--- src/rtl/sck_rate_pkg.sv ---
package sck_rate_pkg;
  localparam int unsigned PRE_W_DEF     = 3;
  localparam int unsigned SEL_W_DEF     = 4;
  localparam int unsigned NUM_CODES_DEF = 9;

  // prescale factor for a prescaler code: linear, code + 1
  function automatic int unsigned pre_divisor(input int unsigned code);
    return code + 1;
  endfunction

  // half of the power-of-two divisor; codes past the last legal one clamp to it
  function automatic int unsigned half_divisor(input int unsigned code,
                                               input int unsigned ncodes);
    int unsigned c;
    c = (code >= ncodes) ? ncodes - 1 : code;
    return 32'd1 << c;
  endfunction
endpackage

--- src/rtl/sck_prescaler.sv ---
module sck_prescaler #(
  parameter int unsigned PRE_W = 3
) (
  input  logic             clk,
  input  logic             rst,
  input  logic             run,
  input  logic [PRE_W-1:0] last,
  output logic             pre_tick,
  output logic [PRE_W-1:0] count
);
  assign pre_tick = run && (count == last);

  always_ff @(posedge clk) begin
    if (rst || !run)   count <= '0;
    else if (pre_tick) count <= '0;
    else               count <= count + 1'b1;
  end
endmodule

--- src/rtl/sck_pow2_div.sv ---
module sck_pow2_div #(
  parameter int unsigned DC_W = 8
) (
  input  logic            clk,
  input  logic            rst,
  input  logic            run,
  input  logic            pre_tick,
  input  logic [DC_W-1:0] half_last,
  output logic            half_tick,
  output logic [DC_W-1:0] count
);
  assign half_tick = pre_tick && (count == half_last);

  always_ff @(posedge clk) begin
    if (rst || !run)    count <= '0;
    else if (half_tick) count <= '0;
    else if (pre_tick)  count <= count + 1'b1;
  end
endmodule

--- src/rtl/sck_rate_gen.sv ---
module sck_rate_gen
  import sck_rate_pkg::*;
#(
  parameter int unsigned PRE_W     = PRE_W_DEF,
  parameter int unsigned SEL_W     = SEL_W_DEF,
  parameter int unsigned NUM_CODES = NUM_CODES_DEF
) (
  input  logic             clk,
  input  logic             rst,
  input  logic             run,
  input  logic [PRE_W-1:0] pre_sel,
  input  logic [SEL_W-1:0] div_sel,
  output logic             sck_tick,
  output logic             sck
);
  localparam int unsigned DC_W = NUM_CODES - 1;

  logic [PRE_W-1:0] cfg_pre;
  logic [SEL_W-1:0] cfg_div;
  logic [PRE_W-1:0] pre_last;
  logic [DC_W-1:0]  half_last;
  logic             pre_tick;
  logic [PRE_W-1:0] pre_cnt;
  logic [DC_W-1:0]  div_cnt;

  // selects are captured only between transfers
  always_ff @(posedge clk) begin
    if (rst) begin
      cfg_pre <= '0;
      cfg_div <= '0;
    end else if (!run) begin
      cfg_pre <= pre_sel;
      cfg_div <= div_sel;
    end
  end

  assign pre_last  = PRE_W'(pre_divisor(32'(cfg_pre)) - 1);
  assign half_last = DC_W'(half_divisor(32'(cfg_div), NUM_CODES) - 1);

  sck_prescaler #(.PRE_W(PRE_W)) u_pre (
    .clk      (clk),
    .rst      (rst),
    .run      (run),
    .last     (pre_last),
    .pre_tick (pre_tick),
    .count    (pre_cnt)
  );

  sck_pow2_div #(.DC_W(DC_W)) u_div (
    .clk       (clk),
    .rst       (rst),
    .run       (run),
    .pre_tick  (pre_tick),
    .half_last (half_last),
    .half_tick (sck_tick),
    .count     (div_cnt)
  );

  always_ff @(posedge clk) begin
    if (rst || !run)   sck <= 1'b0;
    else if (sck_tick) sck <= ~sck;
  end
endmodule

--- config.mk ---
export PLATFORM = sky130hd
export DESIGN_NAME = sck_rate_gen
export DESIGN_NICKNAME = d
export VERILOG_FILES = /design/src/rtl/sck_rate_pkg.sv /design/src/rtl/sck_prescaler.sv /design/src/rtl/sck_pow2_div.sv /design/src/rtl/sck_rate_gen.sv
export SDC_FILE = /design/constraint.sdc
export NUM_CORES = 1
export LEC_CHECK = 0
export BUFFER_PORTS_ARGS = -buffer_cell sky130_fd_sc_hd__buf_2
export CORE_AREA = 2 2 54 76
export DETAILED_ROUTE_END_ITERATION = 12
export DIE_AREA = 0 0 56 78
export SKIP_CTS_REPAIR_TIMING = 1
export SYNTH_ARGS = -nofsm -noshare
export SYNTH_HDL_FRONTEND = slang
export SYNTH_SLANG_ARGS = --single-unit
--- constraint.sdc ---
create_clock -name clk -period 5.3 [get_ports clk]
set_input_delay 1.06 -clock clk [delete_from_list [all_inputs] [get_ports clk]]
set_output_delay 1.06 -clock clk [all_outputs]
set_load 0.005 [all_outputs]
# ---- Yosys cells after proc, flatten, opt, wreduce, memory -nomap -nowiden
# Index checks and enable logic that the tools add are counted.
dict set report totals {
  register_bits 19
  inputBits 10
  out_inout_bits 2
  word_cells 22
}
dict set report classes {
  addsub 5
  magnitude_cmp 1
  eq_ne 2
  n_shift 1
  mux 1
  bitwise 1
  reduce_logical 6
}
# op count
set ops {}
lappend ops {{$add A8 B1 Y8 const B} 1}
lappend ops {{$eq A8 B8 Y1} 1}
lappend ops {{$shl A1 B4 Y8 const A} 1}
lappend ops {{$sub A8 B1 Y8 const B} 1}
lappend ops {{$add A3 B1 Y3 const B} 2}
lappend ops {{$ge A4 B4 Y1 const B} 1}
lappend ops {{$mux W4} 1}
lappend ops {{$reduce_or A2 Y1} 2}
lappend ops {{$eq A3 B3 Y1} 1}
lappend ops {{$sub A3 B1 Y3 const B} 1}
lappend ops {{$logic_and A1 B1 Y1} 2}
lappend ops {{$logic_not A1 Y1} 1}
lappend ops {{$logic_or A1 B1 Y1} 1}
lappend ops {{$not A1 Y1} 1}

# ---- Logic depth before layout (Yosys ltp)
# Gate-level depths: netlist of run 1.
dict set report logic_depth {
  word_depth 7
  depth_mapped 9
  mapped_depth_nobuf 8
}

# ---- Hierarchy
# Synthesis of run 1 repeated with hierarchy kept, for this count alone.
dict set report unflattened {
  hier_cells 113
  area_unflattened_um2 1058.5
}
# module instances cells_each area_each_um2 seq_area_each_um2
set modules_own_cells {}
lappend modules_own_cells {sck_rate_gen 1 49 456.7 160.2}
lappend modules_own_cells {sck_pow2_div 1 49 439.2 160.2}
lappend modules_own_cells {sck_prescaler 1 15 162.7 60.1}

# ---- Worst setup path before layout of run 1
# No wires, ideal clock.
dict set report synth_timing {
  path_kind {register to output}
  from {register cfg_div[1]}
  to {output sck_tick}
  arrival_time_ps 2143
  required_time_ps 4240
  slack_ps 2097
  stages_incl_launch_ff 9
  n_path_buf 1
  path_cell_list {dfxtp_1 -> buf_6 -> or4_4 -> ha_1 -> or3_1 -> a21oi_1 -> o21ai_0 -> a211oi_1 -> and3_1}
}
dict set report synth_via {
  elab_chain_cells 6
}
# element line
set synth_rtl {}
lappend synth_rtl {{start: declaration} sck_rate_gen.sv:19} ;# logic [SEL_W-1:0] cfg_div;
lappend synth_rtl {{start signal: assignment} sck_rate_gen.sv:33} ;# cfg_div <= div_sel;
lappend synth_rtl {{$ge A4 B4 Y1} sck_rate_pkg.sv:15} ;# c = (code >= ncodes) ? ncodes - 1 : code;
lappend synth_rtl {{$mux W4 *} sck_rate_pkg.sv:15}
lappend synth_rtl {{$shl A1 B4 Y8 *} sck_rate_pkg.sv:16} ;# return 32'd1 << c;
lappend synth_rtl {{$sub A8 B1 Y8 *} sck_rate_gen.sv:38} ;# assign half_last = DC_W'(half_divisor(32'(cfg_div), NUM_CODES) - 1);
lappend synth_rtl {{$eq A8 B8 Y1 *} sck_pow2_div.sv:12} ;# assign half_tick = pre_tick && (count == half_last);
lappend synth_rtl {{$logic_and A1 B1 Y1 *} sck_pow2_div.sv:12}
lappend synth_rtl {{end: declaration} sck_rate_gen.sv:13} ;# output logic sck_tick,
# Every way passes the cells marked *; elsewhere a longest branch is shown, timed or not.

# ---- Worst setup path in the final report of run 1
dict set report layout_timing {
  from {register cfg_div[0]}
  to {output sck_tick}
}
# Same word-level chain as after synthesis.

==> qor.txt, run 1 <==
Status -> complete, no violations
CP Data Required Time -> 4240 ps
Inst Count DP -> 161
RSZ-0062 raised after global routing -> false
Remaining Overflow, GRT -> 0
Critical path class -> reg2out
Vias in the first global route -> 836
Gate count of the mapped netlist -> 115
Yosys synthesis warning count -> 0
Worst Path Buf+Inv -> 1
DR pass1 iterations -> 4
Hold WC Path Type -> reg2reg
Post-synthesis cell type with the largest combined area -> dfxtp_1
Final setup fails -> 0
Fmax -> 271 MHz
Die Y -> 78 um
Met1 Usage GRT -> 0.125
Peak supply drop -> 0.000197 V
Commonest cells after routing, fill and taps aside -> 19 x dfxtp_1, 12 x nor3_1, 11 x buf_2
Worst-margin pin slew -> 520 ps
Leakage Power -> 0.454 nW
Final worst slack -> 1610 ps
CTS tree -> done
Post-Synth Simple-Gate Area -> 0.259
Global placer's final weighted congestion -> 0.948
Fin. max-slew vios -> 0
Gr usage total -> 0.104
Startpoint types -> flip-flop
Synth top area share -> 0.361
Num CTS Buffers -> 3
Via count -> 834
Core region area -> 3640 um2
Layout Skew -> 2.86 ps
Syn nets -> 128
1st-iter DRT viols -> 14
Worst skew pair latency -> 250 ps
Crit-path max cell delay -> 570 ps
FFs w/ async S/R, synth -> 0
DRC -> 0
Commonest non-fill, non-tap cell in the layout -> dfxtp_1
Dpl hpwl -> 1650 um
Initial Util -> 0.289
Top FF cell, synth -> dfxtp_1
Post-synth EDFFs -> 0
CP Cell Sequence -> or4_4 > ha_1 > or3_1 > a21oi_1 > o21ai_0 > a211oi_1 > and3_1 > buf_2
Post-synthesis average cell area -> 9.15 um2
Post-Syn Area -> 1050 um2
Endpoint class of the critical path -> primary output
CP Depth -> 8
Synth Area in Adders -> 0.0357
DR vias/cell -> 5.05
Critical path data arrival time -> 2630 ps
Root Driver -> clkbuf_8
Share of cells above drive strength 1 -> 0.163
CTS H-tree lvls -> 1
R2R Setup Slk -> 2500 ps
Worst reg2reg path startpoint -> cfg_div[0]$_SDFFE_PP0N_
Wirelength per Cell -> 12.8 um
Xor and xnor fraction of the mapped netlist area -> 0.125
Register cell area after layout -> 380 um2
Nets -> 137
Multi-input gate area -> 624 um2
Clock Sinks -> 19
Met2 usage -> 0.176
Synth area leaders -> dfxtp_1 36%, mux2i_1 7.6%, xor2_1 6.7%, xnor2_1 5.8%, nor3_1 5.7%
Die Wd -> 56 um
Critical Path End -> sck_tick
Longest Clk Path Bufs -> 2
Area grow syn2layout -> 10.8%
Post-synthesis mux area share -> 0.0904
Max-cap violation count -> 0
Die ar. -> 4370 um2
Compound-Gate Fraction of Synth Area -> 0.0832
Cell Count, Final, Fillers Out -> 165
Min cycle time layout -> 3690 ps
GRT met3 Usage -> 0.0217
R2r worst-path depth -> 7
Post-synthesis sequential area ratio -> 0.361
Initial antenna violation count -> 0
Largest family of logic cells by synthesized area -> simple AND/OR/NAND/NOR gates
Reg clk slew, reported paths -> 70 ps
Post-synthesis register bit count -> 19
CP delay by family, top -> simple AND/OR/NAND/NOR gates
Reg2reg end -> sck$_SDFFE_PP0P_
Critical path's slowest cell -> or4_4
Final wirelength -> 2120 um
Antenna-violating nets left -> 0
Port bufs -> 11
Global-route wire length before repair -> 3700 um
I/O pins -> 12
GR peak layer -> met2
FP Rows -> 26
TNS Setup -> 0 ps
Crit-path max FO -> 8
Fillers -> 404
# diodes -> 0
Crit path from -> cfg_div[0]$_SDFFE_PP0N_
Rel. slew slack -> 0.653
Tcrit/Tclk final -> 0.695
Pwr dens -> 256 nW/um2
Worst slack, placed -> 1880 ps
Hold Vio Cnt, Final -> 0
Largest net degree at the start of global routing -> 14
Unique masters post-synth -> 36
-- cells by family after synthesis --
| family | Yosys count |
|---|---|
| simple gates | 50 |
| flops | 19 |
| xor+xnor | 15 |
| compound gates | 10 |
| buf+inv | 9 |
| mux | 9 |
| fa+ha+maj | 3 |
-- layout make-up --
cell class,instances,share of cell area
flip-flops and latches,19,0.326
inverters,2,0.00644
multi-input cells,87,0.535
well taps,42,0.0451
clock inverters,1,0.00429
clock buffers,3,0.0354
repair buffers,11,0.0472
-- worst min path at each step --
stage,from,end,slack (ps),cells after the start
after floorplan,u_pre.count[0]$_SDFF_PP0_,u_pre.count[0]$_SDFF_PP0_,450,1
after CTS,u_pre.count[0]$_SDFF_PP0_,u_pre.count[0]$_SDFF_PP0_,500,1
after global placement,u_pre.count[0]$_SDFF_PP0_,u_pre.count[0]$_SDFF_PP0_,480,1
after global routing,u_pre.count[0]$_SDFF_PP0_,u_pre.count[0]$_SDFF_PP0_,510,1
after detailed placement,u_pre.count[0]$_SDFF_PP0_,u_pre.count[0]$_SDFF_PP0_,490,1
final,u_pre.count[0]$_SDFF_PP0_,u_pre.count[0]$_SDFF_PP0_,500,1
-- registers in the layout, summed over array words and instances, names as in the netlist --
register,flops
sck,1
cfg_pre,3
u_div.count,8
u_pre.count,3
cfg_div,4
-- where the power goes --
part / switching (mW) / total, mW / internal [mW]
clock: 0.0448 / 0.0969 / 0.0521
combinational: 0.0251 / 0.0470 / 0.0219
sequential: 0.00683 / 0.154 / 0.147
total: 0.0768 / 0.298 / 0.221
-- metrics by stage --
stage	area, um2	hold WS [ps]	power, mW	utilization
after floorplan	1050	455	0.195	-
after global placement	1120	478	0.202	0.307
after detailed placement	1120	485	0.205	0.307
after CTS	1170	496	0.302	0.320
after global routing	1170	509	0.317	0.320
final	1170	501	0.298	0.320
-- cell usage after synthesis (all sizes together), types with 2 or more instances --
cell / n
nor2: 11
dfxtp: 19
a21oi: 2
nand2: 5
and3: 2
or4: 2
nand3: 4
buf: 5
ha: 3
and2: 3
inv: 2
clkbuf: 2
xnor2: 7
nor3: 12
o21a: 2
or3: 2
nand4: 4
mux2i: 8
xor2: 8
a211oi: 2
-- routing by layer --
| metal | wire [um] | vias to the layer above |
|---|---|---|
| met5 | 0 | - |
| met4 | 34 | 0 |
| met3 | 46 | 4 |
| met2 | 1100 | 10 |
| met1 | 942 | 396 |
| li1 | - | 424 |
Power figures use the tool's default switching activity.
==> inputs of run 2 (changes only) <==
==> constraint.sdc (replaced) <==
create_clock -name clk -period 3.34 [get_ports clk]
set_input_delay 0.668 -clock clk [delete_from_list [all_inputs] [get_ports clk]]
set_output_delay 0.668 -clock clk [all_outputs]
set_load 0.005 [all_outputs]
==> run 2 against run 1 <==
Against the previous run: flip-flop and latch count stayed put; clock power is 62% higher; via count is 0.96% lower; design area is 3.0% higher; clock skew is 1.2 ps lower; routed wire length is 0.47% higher; combinational power is 74% higher; sequential power is 57% higher; critical path depth stayed put; global-route usage is 0.42 points lower; critical path type unchanged.
==> qor.txt, run 2 (synthesized netlist as in run 1, its figures left out) <==
Status -> complete, no violations
Critical path data arrival time -> 2530 ps (-100 ps)
Met3 wire len -> 44 um (-4.3%)
Area grow syn2layout -> 14.1%
Fillers -> 400 (-0.99%)
Vias in the first global route -> 817 (-2.3%)
Longest Clk Path Bufs -> 2 (unchanged)
Worst skew pair latency -> 250 ps (about the same)
Initial Util -> 0.289 (unchanged)
Largest net degree at the start of global routing -> 14 (unchanged)
Hold WC Path Type -> reg2reg
Port bufs -> 11 (unchanged)
# diodes -> 0 (unchanged)
Worst-margin pin slew -> 475 ps (-45.0 ps)
Inst Count DP -> 165 (+2.5%)
DR pass1 iterations -> 4 (unchanged)
Fin. max-slew vios -> 0 (unchanged)
Final setup fails -> 0 (unchanged)
Layout Skew -> 1.67 ps (-1.19 ps)
Initial antenna violation count -> 0 (unchanged)
Register cell area after layout -> 383 um2 (+0.66%)
Met2 wire length -> 1140 um (+3.9%)
Pwr dens -> 400 nW/um2 (+57%)
Final Core Density -> 0.330 (+0.00962)
I/O pins -> 12 (unchanged)
Crit-path max cell delay -> 550 ps (-20 ps)
Share of cells above drive strength 1 -> 0.205 (+0.0421)
RSZ-0062 raised after global routing -> false
DRC -> 0 (unchanged)
Clock Sinks -> 19 (unchanged)
Max reg flops -> 8 (unchanged)
Cell Count, Final, Fillers Out -> 169 (+2.4%)
TNS Setup -> 0 ps (unchanged)
Global-route wire length before repair -> 3510 um (-5.2%)
Multi-input gate area -> 628 um2 (+0.60%)
Commonest non-fill, non-tap cell in the layout -> dfxtp_1
Critical path's slowest cell -> or4_4
Reg clk slew, reported paths -> 70 ps (about the same)
DRT met1 WL -> 938 um (-0.42%)
PnR Total Power -> 0.481 mW (+61%)
Tcrit/Tclk final -> 0.957
Remaining Overflow, GRT -> 0 (unchanged)
Die ar. -> 4370 um2 (unchanged)
CTS H-tree lvls -> 1 (unchanged)
Biggest register -> u_div.count
Die Wd -> 56 um (unchanged)
Fmax -> 313 MHz
Commonest cells after routing, fill and taps aside -> 17 x dfxtp_1, 12 x nor3_1, 11 x buf_2
Antenna-violating nets left -> 0 (unchanged)
Topmost layer with routed signal wires -> met4
Peak supply drop -> 0.000195 V (-0.85%)
Endpoint class of the critical path -> primary output
1st-iter DRT viols -> 15 (+1)
Top Registers -> u_div.count x8, cfg_div x4
Via count -> 826 (-0.96%)
Core region area -> 3640 um2 (unchanged)
Final wirelength -> 2130 um (+0.47%)
CP Cell Sequence -> or4_4 > ha_1 > or3_1 > a21oi_2 > o21ai_1 > a211oi_1 > and3_1 > buf_2
Fin area -> 1200 um2 (+3.0%)
Placed inst area -> 1150 um2 (+2.7%)
FP Rows -> 26 (unchanged)
Rel. slew slack -> 0.683 (+0.0300)
Gr usage total -> 0.0997 (-0.00417)
Hold Vio Cnt, Final -> 0 (unchanged)
Leakage Power -> 0.472 nW (+4.1%)
CTS tree -> done
Die Y -> 78 um (unchanged)
Min cycle time layout -> 3200 ps
CP Data Required Time -> 2670 ps (-1570 ps)
DR vias/cell -> 4.89 (-3.3%)
Critical path class -> reg2out
Root Driver -> clkbuf_8
Nets -> 141 (+2.9%)
Crit-path max FO -> 8 (unchanged)
Dpl hpwl -> 1670 um (+0.89%)
Num CTS Buffers -> 3 (unchanged)
Max-cap violation count -> 0 (unchanged)
Global placer's final weighted congestion -> 0.849 (-10%)
Startpoint types -> flip-flop
Wirelength per Cell -> 12.6 um (-1.9%)
==> run 2: cell count changes in the layout (fill, tap and decap cells not counted), sizes merged <==
cell    change
buf         +4
clkbuf      +1
clkinv      -1
==> run 2: report_power, final <==
group	switching [mW]	internal, mW	leakage [nW]	total [mW]
Combinational	0.0433	0.0385	0.294	0.0818
Clock	0.0724	0.0846	0.0228	0.157
Sequential	0.00813	0.234	0.155	0.242
==> run 2: cell type report <==
class	instances	area share
flip-flops and latches	19	0.319
well taps	42	0.0438
multi-input cells	87	0.523
inverters	2	0.00625
clock buffers	4	0.0375
repair buffers	15	0.0708
==> run 2: worst max-delay path: cells and delay by family (launching register included) <==
family	cells	cell delay [ps]
compound gates	3	490
fa+ha+maj	1	260
buf+inv	1	110
flops	1	360
simple gates	3	1070
==> run 2: final timing paths <==
path / cells past startpoint / to / startpoint / slack [ps]
setup / recovery: 8 / sck_tick / cfg_div[0]$_SDFFE_PP0N_ / 140
hold reg to reg: 1 / u_pre.count[0]$_SDFF_PP0_ / u_pre.count[0]$_SDFF_PP0_ / 480
hold / removal: 1 / u_pre.count[0]$_SDFF_PP0_ / u_pre.count[0]$_SDFF_PP0_ / 480
setup reg to reg: 7 / sck$_SDFFE_PP0P_ / cfg_div[0]$_SDFFE_PP0N_ / 870
==> run 2: per-layer routing <==
metal | global-route usage | vias to the layer above
li1 | - | 430
met1 | 0.109 | 390
met2 | 0.187 | 4
met3 | 0.0233 | 2
met4 | 0.0286 | 0
met5 | 0 | -
==> run 2: metrics by stage <==
stage / worst slack [ps] / hold slack [ps]
after floorplan: 529 / 455
after global placement: 362 / 478
after detailed placement: 301 / 481
after CTS: 8.72 / 490
after global routing: 19.6 / 516
final: 143 / 483
